--- config.mk ---
export PLATFORM = sky130hd
export DESIGN_NAME = fuzzy_acc_arbiter
export DESIGN_NICKNAME = d
export VERILOG_FILES = /design/src/rtl/fz_arb_pkg.sv /design/src/rtl/acc_counter.sv /design/src/rtl/rate_divider.sv /design/src/rtl/fuzz_class.sv /design/src/rtl/rule_select.sv /design/src/rtl/fuzzy_acc_arbiter.sv
export SDC_FILE = /design/constraint.sdc
export NUM_CORES = 1
export LEC_CHECK = 0
export ABC_AREA = 1
export BUFFER_PORTS_ARGS = -buffer_cell sky130_fd_sc_hd__buf_2
export CORE_UTILIZATION = 35
export DETAILED_ROUTE_END_ITERATION = 6
export GPL_TIMING_DRIVEN = 1
export PLACE_DENSITY = 0.51
export SETUP_SLACK_MARGIN = 0.05
export SLEW_MARGIN = 10
export SYNTH_ARGS = -nofsm -noshare
export SYNTH_HDL_FRONTEND = slang
export SYNTH_SLANG_ARGS = --single-unit
export TNS_END_PERCENT = 10
--- constraint.sdc ---
create_clock -name clk -period 12.4 [get_ports clk]
set_input_delay 2.48 -clock clk [delete_from_list [all_inputs] [get_ports clk]]
set_output_delay 2.48 -clock clk [all_outputs]
set_load 0.01 [all_outputs]
--- src/rtl/fz_arb_pkg.sv ---
package fz_arb_pkg;
  typedef enum logic [1:0] {
    CAT_LOW  = 2'd0,
    CAT_MED  = 2'd1,
    CAT_HIGH = 2'd2
  } cat_e;

  typedef enum logic [1:0] {
    DV_LOAD  = 2'd0,
    DV_RUN   = 2'd1,
    DV_STORE = 2'd2
  } div_state_e;
endpackage

--- src/rtl/acc_counter.sv ---
module acc_counter #(
  parameter int CW = 8
) (
  input  logic          clk,
  input  logic          rst_n,
  input  logic          req_i,
  input  logic          pick_i,
  output logic [CW-1:0] asked_o,
  output logic [CW-1:0] served_o
);
  localparam logic [CW:0] LIMIT = (CW+1)'((2**CW) - 1);

  logic [CW-1:0] asked_q, served_q;
  logic [CW:0]   asked_nx, served_nx;

  always_comb begin
    asked_nx  = {1'b0, asked_q} + (CW+1)'(1);
    served_nx = {1'b0, served_q} + (CW+1)'(pick_i);
  end

  always_ff @(posedge clk or negedge rst_n) begin
    if (!rst_n) begin
      asked_q  <= '0;
      served_q <= '0;
    end else if (req_i) begin
      if (asked_nx == LIMIT) begin
        asked_q  <= asked_nx[CW:1];
        served_q <= served_nx[CW:1];
      end else begin
        asked_q  <= asked_nx[CW-1:0];
        served_q <= served_nx[CW-1:0];
      end
    end
  end

  assign asked_o  = asked_q;
  assign served_o = served_q;

  a_r8_served_le_asked: assert property (@(posedge clk) disable iff (!rst_n)
    served_q <= asked_q);
  a_r8_asked_below_limit: assert property (@(posedge clk) disable iff (!rst_n)
    {1'b0, asked_q} < LIMIT);
  a_r8_halve_at_limit: assert property (@(posedge clk) disable iff (!rst_n)
    (req_i && ({1'b0, asked_q} == LIMIT - 1)) |=> (asked_q == LIMIT[CW:1]));
  a_r4_idle_no_change: assert property (@(posedge clk) disable iff (!rst_n)
    !req_i |=> ($stable(asked_q) && $stable(served_q)));
  a_r1_pick_needs_req: assert property (@(posedge clk) disable iff (!rst_n)
    pick_i |-> req_i);
endmodule

--- src/rtl/rate_divider.sv ---
module rate_divider
  import fz_arb_pkg::*;
#(
  parameter int NM  = 3,
  parameter int CW  = 8,
  parameter int PCT = 100
) (
  input  logic                   clk,
  input  logic                   rst_n,
  input  logic [NM-1:0][CW-1:0]  asked_i,
  input  logic [NM-1:0][CW-1:0]  served_i,
  output logic [NM-1:0][CW-1:0]  rate_o
);
  localparam int NW = CW + $clog2(PCT + 1);
  localparam int IW = (NM > 1) ? $clog2(NM) : 1;
  localparam int SW = $clog2(NW + 1);
  localparam logic [NW-1:0] RMAX = NW'((2**CW) - 1);

  div_state_e              st;
  logic [IW-1:0]           idx;
  logic [SW-1:0]           step;
  logic [NW-1:0]           num, quo;
  logic [CW-1:0]           den, rem;
  logic [NM-1:0][CW-1:0]   rate_q;
  logic [CW:0]             shifted, diff;
  logic                    fits;

  always_comb begin
    shifted = {rem, num[NW-1]};
    fits    = shifted >= {1'b0, den};
    diff    = shifted - {1'b0, den};
  end

  always_ff @(posedge clk or negedge rst_n) begin
    if (!rst_n) begin
      st     <= DV_LOAD;
      idx    <= '0;
      step   <= '0;
      num    <= '0;
      quo    <= '0;
      den    <= '0;
      rem    <= '0;
      rate_q <= '0;
    end else begin
      unique case (st)
        DV_LOAD: begin
          num  <= NW'(served_i[idx]) * NW'(PCT);
          den  <= asked_i[idx];
          rem  <= '0;
          quo  <= '0;
          step <= SW'(NW);
          st   <= (asked_i[idx] == '0) ? DV_STORE : DV_RUN;
        end
        DV_RUN: begin
          rem  <= fits ? diff[CW-1:0] : shifted[CW-1:0];
          quo  <= {quo[NW-2:0], fits};
          num  <= num << 1;
          step <= step - SW'(1);
          if (step == SW'(1)) st <= DV_STORE;
        end
        DV_STORE: begin
          rate_q[idx] <= (quo > RMAX) ? '1 : quo[CW-1:0];
          idx         <= (idx == IW'(NM - 1)) ? '0 : idx + IW'(1);
          st          <= DV_LOAD;
        end
        default: st <= DV_LOAD;
      endcase
    end
  end

  assign rate_o = rate_q;

  for (genvar g = 0; g < NM; g++) begin : g_chk
    a_r4_rate_bounded: assert property (@(posedge clk) disable iff (!rst_n)
      rate_q[g] <= CW'(PCT));
    a_r4_zero_until_asked: assert property (@(posedge clk) disable iff (!rst_n)
      (asked_i[g] == '0) |-> (rate_q[g] == '0));
  end
endmodule

--- src/rtl/fuzz_class.sv ---
module fuzz_class
  import fz_arb_pkg::*;
#(
  parameter int CW     = 8,
  parameter int BP_A   = 18,
  parameter int BP_B   = 36,
  parameter int BP_C   = 72,
  parameter int MU_MAX = 255
) (
  input  logic [CW-1:0] rate_i,
  output cat_e          cat_o
);
  localparam int SLOPE_LO = MU_MAX / (BP_B - BP_A);
  localparam int SLOPE_HI = MU_MAX / (BP_C - BP_B);

  int x, mu_lo, mu_md, mu_hi, best;

  always_comb begin
    x = int'(rate_i);
    if (x <= BP_A)      mu_lo = MU_MAX;
    else if (x < BP_B)  mu_lo = MU_MAX - (x - BP_A) * SLOPE_LO;
    else                mu_lo = 0;

    if (x <= BP_A)      mu_md = 0;
    else if (x <= BP_B) mu_md = (x - BP_A) * SLOPE_LO;
    else if (x < BP_C)  mu_md = MU_MAX - (x - BP_B) * SLOPE_HI;
    else                mu_md = 0;
    if (mu_md > MU_MAX) mu_md = MU_MAX;
    if (mu_md < 0)      mu_md = 0;

    if (x <= BP_B)      mu_hi = 0;
    else if (x < BP_C)  mu_hi = (x - BP_B) * SLOPE_HI;
    else                mu_hi = MU_MAX;

    cat_o = CAT_LOW;
    best  = mu_lo;
    if (mu_md > best) begin
      cat_o = CAT_MED;
      best  = mu_md;
    end
    if (mu_hi > best) begin
      cat_o = CAT_HIGH;
      best  = mu_hi;
    end
  end
endmodule

--- src/rtl/rule_select.sv ---
module rule_select
  import fz_arb_pkg::*;
#(
  parameter int NM = 3
) (
  input  logic [NM-1:0] req_i,
  input  cat_e          cat_i [NM],
  output logic [NM-1:0] pick_o
);
  cat_e best;
  logic found;

  always_comb begin
    pick_o = '0;
    best   = CAT_HIGH;
    found  = 1'b0;
    for (int i = 0; i < NM; i++) begin
      if (req_i[i] && (!found || (cat_i[i] < best))) begin
        found     = 1'b1;
        best      = cat_i[i];
        pick_o    = '0;
        pick_o[i] = 1'b1;
      end
    end
  end
endmodule

--- src/rtl/fuzzy_acc_arbiter.sv ---
module fuzzy_acc_arbiter
  import fz_arb_pkg::*;
#(
  parameter int NM   = 3,
  parameter int CW   = 8,
  parameter int PCT  = 100,
  parameter int BP_A = 18,
  parameter int BP_B = 36,
  parameter int BP_C = 72
) (
  input  logic          clk,
  input  logic          rst_n,
  input  logic [NM-1:0] req_i,
  output logic [NM-1:0] gnt_o
);
  localparam int LOW_TOP = (BP_A + BP_B) / 2;
  localparam int MED_TOP = (BP_B + BP_C) / 2;

  logic [NM-1:0][CW-1:0] asked, served, rates;
  cat_e                  cats [NM];
  logic [NM-1:0]         pick, gnt_q;

  for (genvar i = 0; i < NM; i++) begin : g_master
    acc_counter #(.CW(CW)) u_cnt (
      .clk      (clk),
      .rst_n    (rst_n),
      .req_i    (req_i[i]),
      .pick_i   (pick[i]),
      .asked_o  (asked[i]),
      .served_o (served[i])
    );
    fuzz_class #(.CW(CW), .BP_A(BP_A), .BP_B(BP_B), .BP_C(BP_C)) u_fz (
      .rate_i (rates[i]),
      .cat_o  (cats[i])
    );
  end

  rate_divider #(.NM(NM), .CW(CW), .PCT(PCT)) u_div (
    .clk      (clk),
    .rst_n    (rst_n),
    .asked_i  (asked),
    .served_i (served),
    .rate_o   (rates)
  );

  rule_select #(.NM(NM)) u_rule (
    .req_i  (req_i),
    .cat_i  (cats),
    .pick_o (pick)
  );

  always_ff @(posedge clk or negedge rst_n) begin
    if (!rst_n) gnt_q <= '0;
    else        gnt_q <= pick;
  end

  assign gnt_o = gnt_q;

  a_r1_onehot: assert property (@(posedge clk) disable iff (!rst_n)
    $onehot0(gnt_o));
  a_r1_granted_requested: assert property (@(posedge clk) disable iff (!rst_n)
    ((gnt_o & ~$past(req_i)) == '0));
  a_r2_lone_request: assert property (@(posedge clk) disable iff (!rst_n)
    $onehot(req_i) |=> (gnt_o == $past(req_i)));
  a_r3_no_request: assert property (@(posedge clk) disable iff (!rst_n)
    (req_i == '0) |=> (gnt_o == '0));

  for (genvar i = 0; i < NM; i++) begin : g_band
    a_r5_low_band: assert property (@(posedge clk) disable iff (!rst_n)
      (int'(rates[i]) <= LOW_TOP) |-> (cats[i] == CAT_LOW));
    a_r5_mid_band: assert property (@(posedge clk) disable iff (!rst_n)
      ((int'(rates[i]) > LOW_TOP) && (int'(rates[i]) <= MED_TOP)) |-> (cats[i] == CAT_MED));
    a_r5_high_band: assert property (@(posedge clk) disable iff (!rst_n)
      (int'(rates[i]) > MED_TOP) |-> (cats[i] == CAT_HIGH));
    for (genvar j = 0; j < NM; j++) begin : g_pair
      if (j != i) begin : g_ne
        a_r6_lowest_class: assert property (@(posedge clk) disable iff (!rst_n)
          (gnt_o[i] && $past(req_i[j])) |-> ($past(cats[j]) >= $past(cats[i])));
      end
      if (j < i) begin : g_lo
        a_r7_index_tiebreak: assert property (@(posedge clk) disable iff (!rst_n)
          (gnt_o[i] && $past(req_i[j])) |-> ($past(cats[j]) > $past(cats[i])));
      end
    end
  end
endmodule

==> run metrics <==
outcome finished, violations left; failing checks DRC; Synth Area in XOR/XNOR 4.65%; Hold WS 0.477 ns; number of global-route vias before repair 20400; post-synthesis average cell area 6.58 um2; die area 0.0651 mm2; CTS Sinks 127; total overflow reported by the global router 0; RSZ-0062 raised after global routing yes; clock slew at reported path FFs 0.06 ns; Total GRT Usage 19.2%; H-tree Lvls 4; layout cells sized above 1 7.63%; Util after Layout 39.4%; Root Buffer clkbuf_16; clk_skew 0.0173 ns; # rows 92; Crit path required time 12.71 ns; multiplexer share of the synthesized area 0%; post-synthesis register bit count 127; Syn Inst Count 3411; final std cells w/o fill 4347; Buffers on Ports 7; post-synthesis compound-gate area fraction 14.2%; max_cap viols 0; height of the chip 255 um; Synth-to-Final Area Change 11.0%; total CTS buffers 17; drt total wl 61000 um; Die Wd 255 um; Worst setup SP type flip-flop; crit path DAT 11.76 ns; initial DRC count 1058; routability cong. 0.881; ratio of final minimum period to clock period 92.3%; number of distinct library cells after synthesis 61; yosys warns 0; Setup CP Type reg2reg; vias 21400; most frequent CP cell nand2_1; Final Hold Viols 0; cell area after synthesis 0.0224 mm2; Max Freq 87.4 MHz; TNS Setup 0 ns; Critical Path End Type flip-flop; fin crit period 11.44 ns; min-delay worst type reg2reg; post-route ant nets 0; slowest CP cell fa_1; # IOs 8; max-slew violations 0; normalized max-slew margin 33.6%; DRC 3; largest family of logic cells by synthesized area simple AND/OR/NAND/NOR gates; Worst Tran Pin Value 0.996 ns; Seq/Total Area, Yosys 14.2%; cts-stage hold buffer count 0; wire length of the first global-routing pass 103000 um; Clk Latency, worst-skew pair 0.42 ns; CTS tree yes; Synth Area in Adders 26.2%; CTS Buffer Depth 2; simple-gate area share of the yosys netlist 29.7%; Inst Count DP 4299; Starting Density 35.5%; Max Fanout on Critical Path 13; Final setup viols 0; hpwl dp 49700 um; core box area 0.0632 mm2; WL/cell 14.0 um; Nets 3934; largest net degree at the start of global routing 74; initial antenna violation count 2; DRT Pass-1 Iters 7; CP max stage delay 0.50 ns; Avg Vias per Cell 4.92
state kept, by name, summed over array words and instances, names as in the netlist:
signal and flops:
u_div.den 8, u_div.step 4, g_master.u_cnt.asked_o 24, u_div.quo 15
gnt_o 3, u_div.num 13, u_div.rate_o 24, u_div.st 2
u_div.rem 8, g_master.u_cnt.served_o 24, u_div.idx 2
per-layer routing:
| layer | routed length [um] | global-route usage, % | share of wire [%] | vias up |
|---|---|---|---|---|
| met2 | 27200 | 31.4 | 45 | 275 |
| met4 | 798 | 4.17 | 1.3 | 0 |
| li1 | - | - | - | 11300 |
| met5 | 0 | 0 | 0 | - |
| met1 | 31600 | 27.3 | 52 | 9778 |
| met3 | 1470 | 1.39 | 2.4 | 32 |
cell usage in the layout, fill, tap and decap left out, drive strengths merged, types with 24 or more instances in the layout:
cell type	netlist	layout
conb	2	72
xor2	73	73
xnor2	41	41
dfrtp	127	127
o22ai	24	24
a21oi	185	185
o21ai	213	213
fa	46	46
o211ai	36	36
nand2	849	849
ha	396	396
nor2	287	287
nor3	49	49
nand3	224	224
nand4	70	70
inv	554	555
buf	17	68
Yosys cell counts (all sizes together):
| cell | number | area, um2 |
|---|---|---|
| o22ai | 24 | 150 |
| or2 | 17 | 106 |
| o21a | 9 | 67.6 |
| o2111ai | 2 | 17.5 |
| nand3b | 7 | 52.6 |
| and3 | 4 | 25.0 |
| o21bai | 11 | 82.6 |
| xnor2 | 41 | 367 |
| a22oi | 8 | 60.1 |
| o21ai | 213 | 1090 |
| nor2 | 287 | 1200 |
| and2 | 6 | 37.5 |
| conb | 2 | 7.51 |
| buf | 17 | 113 |
| xor2 | 73 | 677 |
| fa | 46 | 921 |
| clkbuf | 66 | 248 |
| nand4 | 70 | 438 |
| ha | 396 | 4950 |
| nor3b | 3 | 22.5 |
| o311ai | 5 | 43.8 |
| a21oi | 185 | 937 |
| dfrtp | 127 | 3180 |
| inv | 554 | 2080 |
| nor3 | 49 | 277 |
| a31oi | 9 | 56.3 |
| nand3 | 224 | 1140 |
| clkinv | 8 | 30.0 |
| a211o | 5 | 43.8 |
| a32o | 4 | 40.0 |
| a211oi | 8 | 60.1 |
| a22o | 5 | 43.8 |
| o211ai | 36 | 275 |
| o221ai | 11 | 96.3 |
| nand2 | 849 | 3270 |
| a221oi | 4 | 35.0 |
| a21o | 4 | 30.0 |
| nor4 | 15 | 93.8 |
| o31ai | 6 | 50.1 |
| o221a | 1 | 11.3 |
final cells by class:
cell class | instances | area [um2]
repair inverters | 1 | 7.51
well taps | 846 | 1060
flip-flops and latches | 127 | 3180
clock inverters | 11 | 156
multi-input cells | 2709 | 17400
clock buffers | 21 | 460
inverters | 562 | 2120
diodes | 1 | 2.50
fillers | 6877 | 38300
repair buffers | 69 | 552
path summary, 6_finish.rpt:
path                                       from                             to  slack (ns)  cells past startpoint
worst max-delay path            u_div.rate_o[2]  g_master[1].u_cnt.served_o[6]        0.96                     75
worst min-delay path               u_div.num[5]                   u_div.num[6]        0.48                      2
worst max register to register  u_div.rate_o[2]  g_master[1].u_cnt.served_o[6]        0.96                     75
worst min register to register     u_div.num[5]                   u_div.num[6]        0.48                      2
max in group asynchronous                 rst_n                   u_div.rem[6]        9.00                      2
min in group asynchronous                 rst_n  g_master[2].u_cnt.served_o[6]        2.00                      1
what timing repair did:
item | 4_1_cts | 5_1_grt
resized for setup | 5 | 74
pin swaps | 0 | 15
gates cloned | 0 | 2
setup buffers | 0 | 13
endpoints found under the setup margin | 11 | 24
stage by stage:
stage / area (um2) / setup WS (ns)
2_1_floorplan: 22700 / 2.13
3_3_place_gp: 23800 / -0.0803
5_1_grt: 24900 / -0.0212
6_report: 24900 / 0.956
4_1_cts: 24400 / 0.0910
3_5_place_dp: 23800 / -0.113
critical path, delay by kind of cell, from the launching register on:
kind	cells	cell delay [ns]
compound gates	11	1.62
flops	1	0.42
simple gates	42	4.91
fa+ha+maj	11	3.17
buf+inv	8	0.71
xor+xnor	3	0.49
cells by family after synthesis:
kind of cell | count (synthesis)
AND/OR/NAND/NOR | 1531
flip-flops | 127
AO/OA/AOI/OAI | 550
XOR/XNOR | 114
adder cells (fa/ha/maj) | 442
other | 2
buffers and inverters | 645
Power is not shown: default switching activity piles up to over one toggle a cycle in this logic, so the estimate is an artifact.
